--- config.mk ---
export PLATFORM = sky130hd
export DESIGN_NAME = pin_sweep_engine
export DESIGN_NICKNAME = d
export VERILOG_FILES = /design/src/rtl/pin_sweep_pkg.sv /design/src/rtl/bcd_sweep_counter.sv /design/src/rtl/key_table_mixer.sv /design/src/rtl/zero_block_rounds.sv /design/src/rtl/pin_sweep_engine.sv
export SDC_FILE = /design/constraint.sdc
export NUM_CORES = 2
export LEC_CHECK = 0
export BUFFER_PORTS_ARGS = -buffer_cell sky130_fd_sc_hd__buf_2
export CAP_MARGIN = 20
export CORE_ASPECT_RATIO = 0.8
export CORE_MARGIN = 2
export CORE_UTILIZATION = 45
export DETAILED_ROUTE_END_ITERATION = 10
export PLACE_DENSITY_LB_ADDON = 0.05
export REMOVE_ABC_BUFFERS = 1
export SETUP_SLACK_MARGIN = 0.5
export SYNTH_ARGS = -nofsm -noshare
export SYNTH_HDL_FRONTEND = slang
export SYNTH_HIERARCHICAL = 1
export SYNTH_SLANG_ARGS = --single-unit
--- constraint.sdc ---
create_clock -name clk -period 67.7 [get_ports clk]
set_clock_uncertainty 0.05 [all_clocks]
set_input_delay 13.54 -clock clk [delete_from_list [all_inputs] [get_ports clk]]
set_output_delay 13.54 -clock clk [all_outputs]
set_load 0.02 [all_outputs]
--- src/rtl/pin_sweep_pkg.sv ---
package pin_sweep_pkg;

  localparam int PIN_DIGITS = 6;
  localparam logic [31:0] TABLE_BASE = 32'hB7E15163;
  localparam logic [31:0] TABLE_STEP = 32'h9E3779B9;

  typedef enum logic [2:0] {
    ST_IDLE,
    ST_KEY_GO,
    ST_KEY_WAIT,
    ST_ENC_GO,
    ST_ENC_WAIT,
    ST_JUDGE
  } sweep_state_e;

  // left rotate by n through a doubled word
  function automatic logic [31:0] rotl32(input logic [31:0] v, input logic [4:0] n);
    logic [63:0] t;
    t = {v, v} << n;
    return t[63:32];
  endfunction

  function automatic logic [4*PIN_DIGITS-1:0] int_to_bcd(input int val);
    logic [4*PIN_DIGITS-1:0] r;
    int v;
    v = val;
    r = '0;
    for (int d = 0; d < PIN_DIGITS; d++) begin
      r[4*d +: 4] = 4'(v % 10);
      v = v / 10;
    end
    return r;
  endfunction

  function automatic logic [19:0] bcd_to_bin(input logic [4*PIN_DIGITS-1:0] bcd);
    logic [19:0] acc;
    acc = '0;
    for (int d = PIN_DIGITS - 1; d >= 0; d--) begin
      acc = 20'(acc * 20'd10) + 20'(bcd[4*d +: 4]);
    end
    return acc;
  endfunction

endpackage

--- src/rtl/bcd_sweep_counter.sv ---
module bcd_sweep_counter #(
  parameter int DIGITS = 6
) (
  input  logic                  clk,
  input  logic                  rst_n,
  input  logic                  load,
  input  logic [4*DIGITS-1:0]   load_val,
  input  logic                  step,
  output logic [4*DIGITS-1:0]   value
);

  logic [4*DIGITS-1:0] val_q, val_d;
  logic [DIGITS:0]     carry;

  assign carry[0] = step;

  generate
    for (genvar d = 0; d < DIGITS; d++) begin : g_digit
      logic at_nine;
      assign at_nine = (val_q[4*d +: 4] == 4'd9);
      assign carry[d+1] = carry[d] & at_nine;

      always_comb begin
        if (load) begin
          val_d[4*d +: 4] = load_val[4*d +: 4];
        end else if (carry[d]) begin
          val_d[4*d +: 4] = at_nine ? 4'd0 : val_q[4*d +: 4] + 4'd1;
        end else begin
          val_d[4*d +: 4] = val_q[4*d +: 4];
        end
      end

      // digit never leaves 0..9
      assert_digit_legal_R9: assert property (@(posedge clk) disable iff (!rst_n)
        val_q[4*d +: 4] <= 4'd9);
    end
  endgenerate

  always_ff @(posedge clk or negedge rst_n) begin
    if (!rst_n) begin
      val_q <= '0;
    end else if (load || step) begin
      val_q <= val_d;
    end
  end

  assign value = val_q;

endmodule

--- src/rtl/key_table_mixer.sv ---
module key_table_mixer
  import pin_sweep_pkg::*;
#(
  parameter int ROUNDS    = 20,
  parameter int KEY_WORDS = 2
) (
  input  logic        clk,
  input  logic        rst_n,
  input  logic        start,
  input  logic [31:0] key_words [KEY_WORDS],
  output logic        done,
  output logic [31:0] sched [2*ROUNDS+2]
);

  localparam int NK    = 2*ROUNDS + 2;
  localparam int STEPS = 3 * ((NK > KEY_WORDS) ? NK : KEY_WORDS);
  localparam int IW    = $clog2(NK);
  localparam int JW    = (KEY_WORDS > 1) ? $clog2(KEY_WORDS) : 1;
  localparam int CW    = $clog2(STEPS + 1);

  logic [31:0]   s_q [NK];
  logic [31:0]   s_d [NK];
  logic [31:0]   l_q [KEY_WORDS];
  logic [31:0]   l_d [KEY_WORDS];
  logic [31:0]   a_q, a_d, b_q, b_d;
  logic [IW-1:0] i_q, i_d;
  logic [JW-1:0] j_q, j_d;
  logic [CW-1:0] cnt_q, cnt_d;
  logic          run_q, run_d, done_q, done_d;
  logic [31:0]   mix_a, mix_sum, mix_b;

  always_comb begin
    s_d    = s_q;
    l_d    = l_q;
    a_d    = a_q;
    b_d    = b_q;
    i_d    = i_q;
    j_d    = j_q;
    cnt_d  = cnt_q;
    run_d  = run_q;
    done_d = 1'b0;
    mix_a   = rotl32(s_q[i_q] + a_q + b_q, 5'd3);
    mix_sum = mix_a + b_q;
    mix_b   = rotl32(l_q[j_q] + mix_sum, mix_sum[4:0]);
    if (start) begin
      for (int k = 0; k < NK; k++) begin
        s_d[k] = TABLE_BASE + TABLE_STEP * 32'(k);
      end
      l_d   = key_words;
      a_d   = '0;
      b_d   = '0;
      i_d   = '0;
      j_d   = '0;
      cnt_d = CW'(STEPS);
      run_d = 1'b1;
    end else if (run_q) begin
      s_d[i_q] = mix_a;
      l_d[j_q] = mix_b;
      a_d      = mix_a;
      b_d      = mix_b;
      i_d      = (i_q == IW'(NK - 1)) ? '0 : i_q + 1'b1;
      j_d      = (j_q == JW'(KEY_WORDS - 1)) ? '0 : j_q + 1'b1;
      cnt_d    = cnt_q - 1'b1;
      if (cnt_q == CW'(1)) begin
        run_d  = 1'b0;
        done_d = 1'b1;
      end
    end
  end

  always_ff @(posedge clk or negedge rst_n) begin
    if (!rst_n) begin
      for (int k = 0; k < NK; k++) s_q[k] <= '0;
      for (int k = 0; k < KEY_WORDS; k++) l_q[k] <= '0;
      a_q    <= '0;
      b_q    <= '0;
      i_q    <= '0;
      j_q    <= '0;
      cnt_q  <= '0;
      run_q  <= 1'b0;
      done_q <= 1'b0;
    end else begin
      if (start || run_q) begin
        s_q   <= s_d;
        l_q   <= l_d;
        a_q   <= a_d;
        b_q   <= b_d;
        i_q   <= i_d;
        j_q   <= j_d;
        cnt_q <= cnt_d;
        run_q <= run_d;
      end
      done_q <= done_d;
    end
  end

  assign done  = done_q;
  assign sched = s_q;

  // completion is a single pulse
  assert_done_single_R4: assert property (@(posedge clk) disable iff (!rst_n)
    done_q |=> !done_q);
  // step counter stays within the stirring length
  assert_step_bound_R4: assert property (@(posedge clk) disable iff (!rst_n)
    run_q |-> (cnt_q != '0 && cnt_q <= CW'(STEPS)));

endmodule

--- src/rtl/zero_block_rounds.sv ---
module zero_block_rounds
  import pin_sweep_pkg::*;
#(
  parameter int ROUNDS = 20
) (
  input  logic        clk,
  input  logic        rst_n,
  input  logic        start,
  input  logic [31:0] sched [2*ROUNDS+2],
  output logic        done,
  output logic [31:0] half_a
);

  localparam int NK = 2*ROUNDS + 2;
  localparam int KW = $clog2(NK);
  localparam int RW = $clog2(ROUNDS + 1);

  logic [31:0]   a_q, a_d, b_q, b_d;
  logic [RW-1:0] rnd_q, rnd_d;
  logic          run_q, run_d, done_q, done_d;
  logic [KW-1:0] ka_idx, kb_idx;
  logic [31:0]   r_a, r_b;

  assign ka_idx = KW'(2 * rnd_q);
  assign kb_idx = KW'(2 * rnd_q + 1);
  assign r_a = rotl32(a_q ^ b_q, b_q[4:0]) + sched[ka_idx];
  assign r_b = rotl32(b_q ^ r_a, r_a[4:0]) + sched[kb_idx];

  always_comb begin
    a_d    = a_q;
    b_d    = b_q;
    rnd_d  = rnd_q;
    run_d  = run_q;
    done_d = 1'b0;
    if (start) begin
      a_d   = sched[0];
      b_d   = sched[1];
      rnd_d = RW'(1);
      run_d = 1'b1;
    end else if (run_q) begin
      a_d = r_a;
      b_d = r_b;
      if (rnd_q == RW'(ROUNDS)) begin
        run_d  = 1'b0;
        done_d = 1'b1;
      end else begin
        rnd_d = rnd_q + 1'b1;
      end
    end
  end

  always_ff @(posedge clk or negedge rst_n) begin
    if (!rst_n) begin
      a_q    <= '0;
      b_q    <= '0;
      rnd_q  <= '0;
      run_q  <= 1'b0;
      done_q <= 1'b0;
    end else begin
      if (start || run_q) begin
        a_q   <= a_d;
        b_q   <= b_d;
        rnd_q <= rnd_d;
        run_q <= run_d;
      end
      done_q <= done_d;
    end
  end

  assign done   = done_q;
  assign half_a = a_q;

  // the round index stays within 1..ROUNDS while running
  assert_round_bound_R5: assert property (@(posedge clk) disable iff (!rst_n)
    run_q |-> (rnd_q >= RW'(1) && rnd_q <= RW'(ROUNDS)));
  // the output word holds still once done is reported
  assert_result_held_R5: assert property (@(posedge clk) disable iff (!rst_n)
    (done_q && !start) |=> $stable(a_q));

endmodule

--- src/rtl/pin_sweep_engine.sv ---
module pin_sweep_engine
  import pin_sweep_pkg::*;
#(
  parameter int ROUNDS    = 20,
  parameter int START_PIN = 0,
  parameter int END_PIN   = 999999
) (
  input  logic        clk,
  input  logic        rst_n,
  input  logic        start,
  input  logic [31:0] target_word,
  output logic        busy,
  output logic        finished,
  output logic        hit_valid,
  output logic [23:0] hit_pin_bcd,
  output logic [19:0] hit_pin_bin
);

  localparam int NK        = 2*ROUNDS + 2;
  localparam int KEY_WORDS = (PIN_DIGITS + 3) / 4;
  localparam int BCD_W     = 4 * PIN_DIGITS;
  localparam logic [BCD_W-1:0] START_BCD = int_to_bcd(START_PIN);
  localparam logic [BCD_W-1:0] END_BCD   = int_to_bcd(END_PIN);

  // reset: asserted at once, released through two flops
  logic rst_meta_q, rst_sync_q;
  always_ff @(posedge clk or negedge rst_n) begin
    if (!rst_n) begin
      rst_meta_q <= 1'b0;
      rst_sync_q <= 1'b0;
    end else begin
      rst_meta_q <= 1'b1;
      rst_sync_q <= rst_meta_q;
    end
  end

  sweep_state_e      state_q, state_d;
  logic              busy_q, busy_d, fin_q, fin_d, hit_q, hit_d;
  logic [31:0]       target_q, target_d;
  logic [19:0]       bin_q, bin_d;
  logic [BCD_W-1:0]  hit_bcd_q, hit_bcd_d;
  logic [19:0]       hit_bin_q, hit_bin_d;
  logic              cnt_load, cnt_step, key_go, enc_go;
  logic [BCD_W-1:0]  pin_bcd;
  logic [7:0]        key_bytes [PIN_DIGITS];
  logic [31:0]       key_words [KEY_WORDS];
  logic [31:0]       sched [NK];
  logic              key_done, enc_done;
  logic [31:0]       enc_half;

  bcd_sweep_counter #(.DIGITS(PIN_DIGITS)) u_count (
    .clk      (clk),
    .rst_n    (rst_sync_q),
    .load     (cnt_load),
    .load_val (START_BCD),
    .step     (cnt_step),
    .value    (pin_bcd)
  );

  // ASCII digit bytes, most significant digit first
  generate
    for (genvar b = 0; b < PIN_DIGITS; b++) begin : g_byte
      assign key_bytes[b] = {4'h3, pin_bcd[4*(PIN_DIGITS-1-b) +: 4]};
    end
  endgenerate

  always_comb begin
    for (int w = 0; w < KEY_WORDS; w++) key_words[w] = '0;
    for (int b = 0; b < PIN_DIGITS; b++) begin
      key_words[b/4] = {key_words[b/4][23:0], key_bytes[b]};
    end
  end

  key_table_mixer #(.ROUNDS(ROUNDS), .KEY_WORDS(KEY_WORDS)) u_keys (
    .clk       (clk),
    .rst_n     (rst_sync_q),
    .start     (key_go),
    .key_words (key_words),
    .done      (key_done),
    .sched     (sched)
  );

  zero_block_rounds #(.ROUNDS(ROUNDS)) u_rounds (
    .clk    (clk),
    .rst_n  (rst_sync_q),
    .start  (enc_go),
    .sched  (sched),
    .done   (enc_done),
    .half_a (enc_half)
  );

  always_comb begin
    state_d   = state_q;
    busy_d    = busy_q;
    fin_d     = fin_q;
    target_d  = target_q;
    bin_d     = bin_q;
    hit_d     = 1'b0;
    hit_bcd_d = hit_bcd_q;
    hit_bin_d = hit_bin_q;
    cnt_load  = 1'b0;
    cnt_step  = 1'b0;
    key_go    = 1'b0;
    enc_go    = 1'b0;
    unique case (state_q)
      ST_IDLE: begin
        if (start) begin
          target_d = target_word;
          cnt_load = 1'b1;
          bin_d    = 20'(START_PIN);
          busy_d   = 1'b1;
          fin_d    = 1'b0;
          state_d  = ST_KEY_GO;
        end
      end
      ST_KEY_GO: begin
        key_go  = 1'b1;
        state_d = ST_KEY_WAIT;
      end
      ST_KEY_WAIT: if (key_done) state_d = ST_ENC_GO;
      ST_ENC_GO: begin
        enc_go  = 1'b1;
        state_d = ST_ENC_WAIT;
      end
      ST_ENC_WAIT: if (enc_done) state_d = ST_JUDGE;
      ST_JUDGE: begin
        if (enc_half == target_q) begin
          hit_d     = 1'b1;
          hit_bcd_d = pin_bcd;
          hit_bin_d = bin_q;
        end
        if (pin_bcd == END_BCD) begin
          busy_d  = 1'b0;
          fin_d   = 1'b1;
          state_d = ST_IDLE;
        end else begin
          cnt_step = 1'b1;
          bin_d    = bin_q + 20'd1;
          state_d  = ST_KEY_GO;
        end
      end
      default: state_d = ST_IDLE;
    endcase
  end

  always_ff @(posedge clk or negedge rst_sync_q) begin
    if (!rst_sync_q) begin
      state_q   <= ST_IDLE;
      busy_q    <= 1'b0;
      fin_q     <= 1'b0;
      hit_q     <= 1'b0;
      target_q  <= '0;
      bin_q     <= '0;
      hit_bcd_q <= '0;
      hit_bin_q <= '0;
    end else begin
      state_q <= state_d;
      busy_q  <= busy_d;
      fin_q   <= fin_d;
      hit_q   <= hit_d;
      if (state_q == ST_IDLE && start) target_q <= target_d;
      if (cnt_load || cnt_step) bin_q <= bin_d;
      if (hit_d) begin
        hit_bcd_q <= hit_bcd_d;
        hit_bin_q <= hit_bin_d;
      end
    end
  end

  assign busy        = busy_q;
  assign finished    = fin_q;
  assign hit_valid   = hit_q;
  assign hit_pin_bcd = hit_bcd_q;
  assign hit_pin_bin = hit_bin_q;

  // an accepted start raises busy on the next edge
  assert_start_launch_R2: assert property (@(posedge clk) disable iff (!rst_sync_q)
    (start && !busy_q) |=> busy_q);
  // finished and busy are never high together
  assert_fin_not_busy_R8: assert property (@(posedge clk) disable iff (!rst_sync_q)
    fin_q |-> !busy_q);
  // a hit only follows a cycle spent sweeping
  assert_hit_in_sweep_R6: assert property (@(posedge clk) disable iff (!rst_sync_q)
    hit_q |-> $past(busy_q));
  // reported binary value agrees with the reported digits
  assert_bin_tracks_bcd_R10: assert property (@(posedge clk) disable iff (!rst_sync_q)
    hit_q |-> (hit_bin_q == bcd_to_bin(hit_bcd_q)));
  // the binary candidate stays inside the configured range
  assert_range_R7: assert property (@(posedge clk) disable iff (!rst_sync_q)
    busy_q |-> (int'(bin_q) >= START_PIN && int'(bin_q) <= END_PIN));

endmodule

==> run_results.csv <==
group,metric,value,unit
yosys,yosys.area_share.xor_xnor,2.522,%
yosys,post_synth.cell_area_avg,10.78,um^2
clock_network,post_cts_resized,0,
yosys,synthesis.instances,9106,
floorplan,die_area,221900,um^2
yosys,synth-edff-count,0,
yosys,synth.ff_latch_count,1687,
global_routing,grt_usage,43.84,%
final_layout,layout.filler_cells,19744,
clock_network,cts_buffer_depth,4,
route,total_wire_length_after_detailed_routing,499600,um
yosys,synth.mux.area_fraction,13.20,%
timing,achievable-frequency,62.18,MHz
placement,post-dp-hpwl,336500,um
global_routing,globalRouteOverflowTotal,0,
timing,final_number_of_setup_violating_endpoints,0,
worst_setup_path,most_frequent_cell_on_the_critical_path,"o21ai_0",
route,viasPerCell,7.528,
clock_network,tritoncts.num_buffers,192,
yosys,largest_family_of_logic_cells_by_synthesized_area,"compound AO/OA/AOI/OAI gates",
timing,layout_min_cycle_time,16.08,ns
final_layout,area_of_combinational_cells_with_multiple_inputs,52930,um^2
hold_path,hp-class,"register to register",
route,drt-wirelength-per-cell,41.83,um
timing,relSlewSlack,8.237,%
floorplan,die-height,421.8,um
worst_setup_path,timing.critical_path.required,68.35,ns
clock_network,clock-root-buffer,"clkbuf_16",
global_routing,via_count_of_the_first_global_routing_pass,82193,
yosys,synthSimpleGateAreaFrac,7.932,%
yosys,complex_gate_fraction_of_the_synthesized_area,26.48,%
clock_network,numClockSinks,1687,
timing,timing.final.hold_violations,0,
timing,maxSlewViolCount,0,
timing,grt_setup_unrepaired,"false",
worst_setup_path,worst_ep_arrival_time,16.73,ns
placement,place_ws,51.58,ns
worst_setup_path,worstSetupStartpoint,"u_keys/i_q[0]$_DFFE_PN0P_",
clock_network,ctsHtreeMaxLevel,4,
worst_setup_path,r2r_setup_slk,51.62,ns
yosys,postSynth.topFlopCell,"dfrtp_1",
worst_setup_path,critical-path-top-delay-family,"compound AO/OA/AOI/OAI gates",
floorplan,placementRows,153,
route,drt-pass1-iter-count,9,
worst_setup_path,crit-reg2reg-capture,"u_keys/b_q[20]$_DFFE_PN0P_",
flow_run,max_cap_violations,0,
final_layout,nets,9099,
worst_setup_path,cp.depth,47,
clock_network,cts.hold.buffers_added,0,
worst_setup_path,worstReg2RegStart,"u_keys/i_q[0]$_DFFE_PN0P_",
clock_network,clock_insertion_delay_worst_skew,0.92,ns
worst_setup_path,critical_path.n_buffers_inverters,6,
yosys,arithmetic_cell_share_of_the_synthesized_area_counting_full_adders_half_adders_and_majority_gates,2.773,%
worst_setup_path,crit_fanout,70,
worst_setup_path,start_kind,"register",
floorplan,width_of_the_die,526.2,um
timing,final.setup.tns,0,ns
yosys,ys_warn_count,6,
worst_setup_path,timing.critical_path.to,"u_keys/b_q[20]$_DFFE_PN0P_",
final_layout,storage_element_area,42240,um^2
floorplan,floorplan.initialDensity,45.22,%
yosys,synth_cell_types,103,
timing,tightest_pin_transition,1.376,ns
clock_network,clk_pin_slew_worst_paths,0.06,ns
worst_setup_path,worst_path_largest_cell_delay,0.74,ns
global_routing,grt_pass1_wl,686700,um
worst_setup_path,timing.reg2reg.worst_path_depth,47,
yosys,syn-cell-area,98180,um^2
global_routing,pin_count_of_the_biggest_net_entering_global_routing,161,
clock_network,cts_setup_buffers,0,
floorplan,core_area,217100,um^2
worst_setup_path,crit_path_end_kind,"register",
placement,portBuffers,81,
timing,post-route-period-util,23.75,%
final_layout,drive_gt1_share,15.28,%
placement,gp_congestion,1.094,
timing,post-route-worst-setup-slack,51.62,ns
worst_setup_path,cpMaxStageDelayCell,"a2111oi_0",
timing,hold_slack,0.2983,ns
route,drc,0,
yosys,ys_seq_area_share,43.00,%
route,routed-via-count,89925,
global_routing,initial_antenna_violation_count,78,
route,drt.antenna.violating_nets,0,
clock_network,cts_tree,"done",
outcome,run_status,"finished clean",
worst_setup_path,critPathKind,"register to register",
final_layout,relative_area_change_from_synthesis_to_final_layout,10.91,%
floorplan,ios,82,
route,drt_first_iter_violations,14590,
yosys,postSynth.asyncResetShare,100.0,%
[per-layer routing]
layer / share of wire [%] / vias up / track usage, %
li1: - / 35070 / -
met1: 38 / 46562 / 57.77
met2: 39 / 7057 / 58.02
met3: 17 / 1192 / 24.08
met4: 5.7 / 44 / 19.93
met5: 0.11 / - / 2.000
[area by class of cell]
cell class              instances  share of cell area (%)
repair buffers                361                   2.546
clock buffers                 278                   5.154
diodes                         66                  0.1517
flip-flops and latches       1687                   38.79
multi-input cells            6433                   48.61
well taps                    2867                   3.295
clock inverters                60                  0.7780
inverters                     193                  0.6722
[layout by cell type, fill, tap and decap left out, types with 28 or more instances in the layout]
cell and instances:
xnor2_1 120, nand4_1 130, a22oi_1 609, o211ai_1 44, a211oi_1 75, o21ai_0 353
diode_2 66, nor2_1 457, clkbuf_16 195, o21a_1 44, nor3_1 67, a221oi_1 74
and2_1 30, ha_1 159, xor2_1 83, or3_1 29, a21o_1 84, fa_1 33
conb_1 65, and3_1 38, buf_4 258, mux2_2 115, mux4_2 439, a222oi_1 33
o22a_1 584, inv_1 187, a21oi_1 445, mux2i_1 174, clkbuf_8 42, a31oi_1 104
o22ai_1 96, o21bai_1 28, nand3_1 101, buf_2 81, a22o_1 666, clkbuf_1 41
dfrtp_1 1677, nand2_1 626, clkinv_2 32
[registers in the layout, summed over array words and instances, names as in the netlist, 3 cells and up]
| register | cells |
|---|---|
| u_rounds/half_a | 32 |
| u_rounds/rnd_q | 5 |
| u_count/value | 24 |
| u_keys/a_q | 32 |
| u_keys/b_q | 32 |
| u_keys/i_q | 6 |
| state_q | 3 |
| u_keys/sched | 1344 |
| hit_pin_bcd | 24 |
| target_q | 32 |
| u_keys/cnt_q | 7 |
| hit_pin_bin | 20 |
| u_keys/l_q | 64 |
| u_rounds/b_q | 32 |
| bin_q | 20 |
[synth_stat cells, types with 101 or more instances]
master,count,area share [%]
dfrtp_1,1687,43
clkbuf_1,689,2.6
a22o_1,666,5.9
nand2_1,629,2.4
a22oi_1,609,4.7
o22a_1,584,5.2
nor2_1,483,1.8
a21oi_1,475,2.4
mux4_2,439,10
o21ai_0,353,1.8
inv_1,188,0.72
mux2i_1,174,1.8
ha_1,160,2.0
xnor2_1,146,1.3
buf_1,140,0.54
nand4_1,130,0.83
mux2_2,115,1.3
a31oi_1,104,0.66
nand3_1,101,0.51
[how the worst min path moves through the flow]
stage	start	to	slack, ns	cells after the start
3_3_place_gp	rst_meta_q$_DFF_PN0_	rst_sync_q$_DFF_PN0_	0.28	0
4_1_cts	rst_meta_q$_DFF_PN0_	rst_sync_q$_DFF_PN0_	0.30	0
3_5_place_dp	rst_meta_q$_DFF_PN0_	rst_sync_q$_DFF_PN0_	0.29	0
6_report	rst_meta_q$_DFF_PN0_	rst_sync_q$_DFF_PN0_	0.30	0
2_1_floorplan	rst_meta_q$_DFF_PN0_	rst_sync_q$_DFF_PN0_	0.28	0
5_1_grt	rst_meta_q$_DFF_PN0_	rst_sync_q$_DFF_PN0_	0.31	0
[metrics by stage]
step	utilization, %	std cells	instance area (um^2)
2_1_floorplan	-	8313	95130
3_3_place_gp	47.02	11529	102100
3_5_place_dp	47.06	11535	102200
4_1_cts	50.04	11873	108600
5_1_grt	50.10	11895	108800
6_report	50.16	11945	108900
[logic make-up (layout without fill, tap and decap cells)]
family                   after synthesis  after routing
multiplexers                         731            731
AND/OR/NAND/NOR                     1687           1687
flip-flops                          1687           1687
XOR/XNOR                             254            254
other                                  2            131
buffers and inverters               1049            892
adder cells (fa/ha/maj)              196            196
AO/OA/AOI/OAI                       3500           3500
[worst reg2reg max path: cells and delay by family, from the launching register on]
kind            cells  cell delay [ns]
flops               1             0.72
fa+ha+maj           4             1.79
mux                 1             0.47
buf+inv             6             3.04
xor+xnor            3             0.46
simple gates        9             2.70
compound gates     24             6.70
Power is not shown: default switching activity piles up to over one toggle a cycle in this logic, so the estimate is an artifact.
